==> src/rtl/sa_track_pkg.sv <==
package sa_track_pkg;

  typedef enum logic [1:0] {
    MODE_IDLE   = 2'b00,
    MODE_SEARCH = 2'b01,
    MODE_TRACK  = 2'b10
  } modeT;

  // Strobes sent from the control to the datapath, at most one action per cycle
  typedef struct packed {
    logic load;      // load the start word and the first step
    logic srchStep;  // apply one binary-search step
    logic trkStep;   // apply one unit tracking step
  } strobeT;

endpackage

==> src/rtl/sa_track_ctrl.sv <==
module sa_track_ctrl
  import sa_track_pkg::*;
(
  input  logic   clk,
  input  logic   rst,
  input  logic   start,
  input  logic   decValid,
  input  logic   stepIsOne,
  output modeT   modeQ,
  output strobeT strb
);

  modeT modeNext;

  always_comb begin
    strb          = '0;
    strb.load     = start;
    strb.srchStep = !start && decValid && (modeQ == MODE_SEARCH);
    strb.trkStep  = !start && decValid && (modeQ == MODE_TRACK);
  end

  always_comb begin
    modeNext = modeQ;
    if (start) begin
      modeNext = MODE_SEARCH;
    end else if (strb.srchStep && stepIsOne) begin
      modeNext = MODE_TRACK;
    end
  end

  always_ff @(posedge clk) begin
    if (rst) modeQ <= MODE_IDLE;
    else     modeQ <= modeNext;
  end


  track_entry_chk: assert property (@(posedge clk) disable iff (rst)
    (modeQ == MODE_TRACK && $past(modeQ) != MODE_TRACK) |-> ($past(modeQ) == MODE_SEARCH && $past(decValid)));


  track_hold_chk: assert property (@(posedge clk) disable iff (rst)
    (modeQ == MODE_TRACK && !start) |=> (modeQ == MODE_TRACK));

endmodule

==> src/rtl/sa_track_dp.sv <==
module sa_track_dp
  import sa_track_pkg::*;
#(
  parameter int unsigned WORD_W = 32,
  parameter logic [WORD_W-1:0] MAX_WORD = WORD_W'(1) << (WORD_W - 2)
) (
  input  logic              clk,
  input  logic              rst,
  input  strobeT            strb,
  input  logic              decUp,
  output logic              stepIsOne,
  output logic [WORD_W-1:0] word,
  output logic [WORD_W-1:0] hiWord,
  output logic [WORD_W-1:0] loWord,
  output logic [WORD_W-1:0] midWord,
  output logic              resValid
);

  localparam logic [WORD_W-1:0] HALF_WORD  = MAX_WORD >> 1;
  localparam logic [WORD_W-1:0] START_STEP = MAX_WORD >> 2;
  localparam logic [WORD_W-1:0] ONE        = WORD_W'(1);

  logic [WORD_W-1:0] step;
  logic              lastUp;
  logic              gotHi;
  logic              gotLo;
  logic [WORD_W-1:0] delta;
  logic [WORD_W:0]   upSum;
  logic [WORD_W-1:0] upWord;
  logic [WORD_W-1:0] downWord;
  logic [WORD_W-1:0] nextWord;
  logic              hiTurn;
  logic              loTurn;
  logic [WORD_W:0]   midSumHi;
  logic [WORD_W:0]   midSumLo;

  assign stepIsOne = (step == ONE);

  // Step size for this decision: search step or unit step
  assign delta  = strb.srchStep ? step : ONE;
  assign upSum  = {1'b0, word} + {1'b0, delta};
  assign upWord = (upSum > {1'b0, MAX_WORD}) ? MAX_WORD : upSum[WORD_W-1:0];
  assign downWord = (delta > word) ? '0 : (word - delta);
  assign nextWord = decUp ? upWord : downWord;

  // Turning points, tracking only
  assign hiTurn = strb.trkStep && lastUp && !decUp;
  assign loTurn = strb.trkStep && !lastUp && decUp;

  assign midSumHi = {1'b0, word} + {1'b0, loWord};
  assign midSumLo = {1'b0, hiWord} + {1'b0, word};

  always_ff @(posedge clk) begin
    if (rst) begin
      word     <= '0;
      step     <= '0;
      lastUp   <= 1'b0;
      gotHi    <= 1'b0;
      gotLo    <= 1'b0;
      hiWord   <= '0;
      loWord   <= '0;
      midWord  <= '0;
      resValid <= 1'b0;
    end else begin
      resValid <= 1'b0;
      if (strb.load) begin
        word    <= HALF_WORD;
        step    <= START_STEP;
        lastUp  <= 1'b0;
        gotHi   <= 1'b0;
        gotLo   <= 1'b0;
        hiWord  <= '0;
        loWord  <= '0;
        midWord <= '0;
      end else if (strb.srchStep || strb.trkStep) begin
        word   <= nextWord;
        lastUp <= decUp;
        if (strb.srchStep) step <= step >> 1;
        if (hiTurn) begin
          hiWord <= word;
          gotHi  <= 1'b1;
          if (gotLo) begin
            midWord  <= midSumHi[WORD_W:1];
            resValid <= 1'b1;
          end
        end
        if (loTurn) begin
          loWord <= word;
          gotLo  <= 1'b1;
          if (gotHi) begin
            midWord  <= midSumLo[WORD_W:1];
            resValid <= 1'b1;
          end
        end
      end
    end
  end


  word_range_chk: assert property (@(posedge clk) disable iff (rst)
    word <= MAX_WORD);


  word_hold_chk: assert property (@(posedge clk) disable iff (rst)
    (!strb.load && !strb.srchStep && !strb.trkStep) |=> $stable(word));


  load_word_chk: assert property (@(posedge clk) disable iff (rst)
    strb.load |=> (word == HALF_WORD && !resValid));


  track_unit_chk: assert property (@(posedge clk) disable iff (rst)
    strb.trkStep |=> (word == $past(word) + ONE || word == $past(word) - ONE || word == $past(word)));


  pair_order_chk: assert property (@(posedge clk) disable iff (rst)
    resValid |-> (hiWord >= loWord && midWord >= loWord && midWord <= hiWord));

endmodule

==> src/rtl/sa_tune_tracker.sv <==
module sa_tune_tracker
  import sa_track_pkg::*;
#(
  parameter int unsigned WORD_W = 32,
  parameter logic [WORD_W-1:0] MAX_WORD = WORD_W'(1) << (WORD_W - 2)
) (
  input  logic              clk,
  input  logic              rst,
  input  logic              start,
  input  logic              decValid,
  input  logic              decUp,
  output logic [WORD_W-1:0] tuneWord,
  output logic [1:0]        mode,
  output logic [WORD_W-1:0] fswHigh,
  output logic [WORD_W-1:0] fswLow,
  output logic [WORD_W-1:0] midWord,
  output logic              resultValid
);

  modeT   modeQ;
  strobeT strb;
  logic   stepIsOne;

  sa_track_ctrl u_ctrl (
    .clk       (clk),
    .rst       (rst),
    .start     (start),
    .decValid  (decValid),
    .stepIsOne (stepIsOne),
    .modeQ     (modeQ),
    .strb      (strb)
  );

  sa_track_dp #(
    .WORD_W   (WORD_W),
    .MAX_WORD (MAX_WORD)
  ) u_dp (
    .clk       (clk),
    .rst       (rst),
    .strb      (strb),
    .decUp     (decUp),
    .stepIsOne (stepIsOne),
    .word      (tuneWord),
    .hiWord    (fswHigh),
    .loWord    (fswLow),
    .midWord   (midWord),
    .resValid  (resultValid)
  );

  assign mode = modeQ;

endmodule

==> config.mk <==
export PLATFORM = sky130hd
export DESIGN_NAME = sa_tune_tracker
export DESIGN_NICKNAME = d
export VERILOG_FILES = /design/src/rtl/sa_track_pkg.sv /design/src/rtl/sa_track_ctrl.sv /design/src/rtl/sa_track_dp.sv /design/src/rtl/sa_tune_tracker.sv
export SDC_FILE = /design/constraint.sdc
export NUM_CORES = 1
export LEC_CHECK = 0
export ABC_CLOCK_PERIOD_IN_PS = 7200
export CORE_MARGIN = 1.5
export CORE_UTILIZATION = 30
export DETAILED_ROUTE_END_ITERATION = 16
export DONT_BUFFER_PORTS = 1
export GPL_TIMING_DRIVEN = 0
export SYNTH_ARGS = -nofsm -noshare
export SYNTH_HDL_FRONTEND = slang
export SYNTH_SLANG_ARGS = --single-unit
==> constraint.sdc <==
create_clock -name clk -period 7.2 [get_ports clk]
set_clock_uncertainty 0.2 [all_clocks]
set_input_delay 1.08 -clock clk [delete_from_list [all_inputs] [get_ports clk]]
set_output_delay 1.08 -clock clk [all_outputs]
set_load 0.02 [all_outputs]
==> metrics.txt <==
status=finished, final reports clean; fin crit share=93.2%; setup TNS=0 ps; I/O pin cnt=136; Routed WL=51800 um; # DRC=0; Die Area=between 40000 and 50000 sq um; setup repair after global routing missed its margin=no; final hold violations=0; WL/cell=around 22 um; clock share of power=43.0%; Initial DRT Pass Iterations=7; Final setup viols=0; fmax=between 100 and 150 MHz; share of the synthesized area in the top cell type=24.8%; final instance area=14500 sq um; footprint of the multi-input gates=between 9000 and 10000 sq um; Worst Path Arrival=6830 ps; slew at the pin closest to its max-slew limit=roughly 960 ps; Worst Setup Start Kind=flop; Filler Cell Count=4601; Max Slew Vio Count=0; number of flops mapped to enable cells by yosys=0; post_cts resized=0; register area=3260 sq um; Vias per Instance=5.74; CTS tree=built; gpl congestion=0.954; synth top area cells=dfxtp_1, ha_1, a21oi_1, nand2_1, o21ai_0; Sink Count=163; total CTS buffers=17; Final min period=6710 ps; post-DP HPWL=41600 um; Worst-Skew Late Latency=460 ps; Setup Buffers After CTS=0; largest net degree at the start of global routing=17; sequential share of power=44.1%; Core Rows=76; Crit Path Class=reg -> reg; ys flop type=dfxtp_1; die width=213 um; Routed Antenna Nets=0; Net Sw Frac=29.0%; HP Class=reg -> reg; DR vias=13800; max_cap viols=0; worst vdd ir=0.198 mV; Area Overhead vs Synth=10.1%; DR WL met3=3230 um; internal power=around 1500 uW; largest area contributor in the netlist=dfxtp_1; Synth top cells by count=nand2_1, a21oi_1, dfxtp_1; flop2flop setup slack=slightly below 500 ps; clk buf depth=2; PwrDens=144 nW/um^2; H-Tree Level Count=4; Worst Setup End Kind=flop; switching pwr=607 uW; Initial DRC Count=roughly 1100; Net Count, Synth=1916; top-count cell post-synth=nand2_1; Seq/Total Area, Yosys=roughly a quarter; first-pass GRT wire length=77900 um; GRT Util Overall=22.7%; Post-synth ARST share=0%; Mapped Area=13200 sq um; Syn Area/Cell=approximately 7.4 sq um; Combinational Power Share=12.9%; grt total ovfl=0; top sig layer=met4; initial antenna violation count=0; cells after synthesis=1787; Worst-path clk slew=70 ps; NumNets Final=1937; Yosys warning total=0; Cell Area, Placed=approximately 14000 sq um; post-synth cell types=90; CP required=7320 ps; die height=roughly 210 um; Slew headroom=around 36%; number of buffers inserted by hold repair at cts=0; routed metal-1 wire length=22400 um; IO buf count=0; vias in the first global route=around 13000; Crit Path Max Fanout=10; Yosys reg bits=163; Inserted Diodes=0; DR WL met2=between 20000 and 25000 um; core area=around 43000 sq um; Root Driver=clkbuf_16; share of cells above drive strength 1=4.06%; leakage=roughly 0.0061 uW; initial cell density of the core=approximately 30%
## worst paths after layout
kind                   end             from  depth (start not counted)
max          u_dp.word[20]  u_ctrl.modeQ[0]                         19
min           u_dp.step[0]     u_dp.step[0]                          2
max reg2reg  u_dp.word[20]  u_ctrl.modeQ[0]                         19
min reg2reg   u_dp.step[0]     u_dp.step[0]                          2
## worst max-delay path: stages, from the launching register on
cell	delay, ps
dfxtp_1	650
nand2b_1	170
nor2_1	200
clkbuf_1	400
buf_1	400
nand2_1	260
ha_1	320
buf_2	190
or4_1	460
nand2b_1	240
nor3_1	270
and2_1	210
a21boi_1	350
nor4_1	120
a211oi_2	590
nor3_2	300
a21oi_2	590
buf_6	260
a2bb2oi_1	250
a21oi_1	100
## routing by layer
metal,up-vias,track usage [%]
li1,6513,-
met1,6615,28.9
met2,577,37.9
met3,105,2.94
met4,0,10.4
met5,-,0
## layout by cell type, fill, tap and decap left out, types with 42 or more instances in the layout
cell type | Yosys | layout
inv_1 | 70 | 70
xnor2_1 | 59 | 59
o21ai_0 | 107 | 107
ha_1 | 120 | 120
a21o_1 | 42 | 42
dfxtp_1 | 163 | 163
nor2_1 | 142 | 142
clkbuf_1 | 85 | 87
nand2_1 | 274 | 274
a21oi_1 | 238 | 238
## registers in the layout, summed over array words and instances, names as in the netlist
register / flops
u_ctrl.modeQ: 2
u_dp.midWord: 32
u_dp.gotHi: 1
u_dp.word: 32
u_dp.resValid: 1
u_dp.loWord: 32
u_dp.hiWord: 32
u_dp.gotLo: 1
u_dp.step: 29
u_dp.lastUp: 1
## kinds of logic (layout without fill, tap and decap cells)
logic type	Yosys count	in the layout	share of synthesized area [%]
muxes	8	8	0.626
and+or+nand+nor	619	619	21.7
AOI/OAI and AO/OA	613	613	30.0
buffers and inverters	171	205	5.02
xor gates and xnor gates	89	89	5.91
adders and majority gates	124	124	12.0
DFF	163	163	24.8
## through the flow
stage / util (%) / power (uW) / cells / hold slack [ps] / setup slack (ps)
4_1_cts: 33.6 / 2090 / 2406 / 267 / 673
3_5_place_dp: 32.3 / 1210 / 2374 / 258 / 232
6_report: 33.6 / 2100 / 2406 / 265 / 491
2_1_floorplan: - / 1120 / 1787 / 240 / 1780
5_1_grt: 33.6 / 2150 / 2406 / 294 / 125
3_3_place_gp: 32.2 / 1210 / 2372 / 257 / 239
## power groups by stage
stage          registers (uW)  logic, uW  clock network [uW]
6_report                  923        270                 902
2_1_floorplan             936        185                   0
3_3_place_gp              944        262                   0
5_1_grt                   924        289                 939
4_1_cts                   923        264                 906
3_5_place_dp              944        263                   0
## layout make-up
| class | count | share of cell area (%) |
|---|---|---|
| Inverter | 74 | 1.91 |
| Clock buffer | 20 | 3.08 |
| Tap cell | 585 | 5.04 |
| Multi-Input combinational cell | 1453 | 63.8 |
| Sequential cell | 163 | 22.5 |
| Timing Repair Buffer | 2 | 0.129 |
| Buffer | 97 | 2.65 |
| Clock inverter | 12 | 0.862 |
Power figures use the tool's default switching activity.
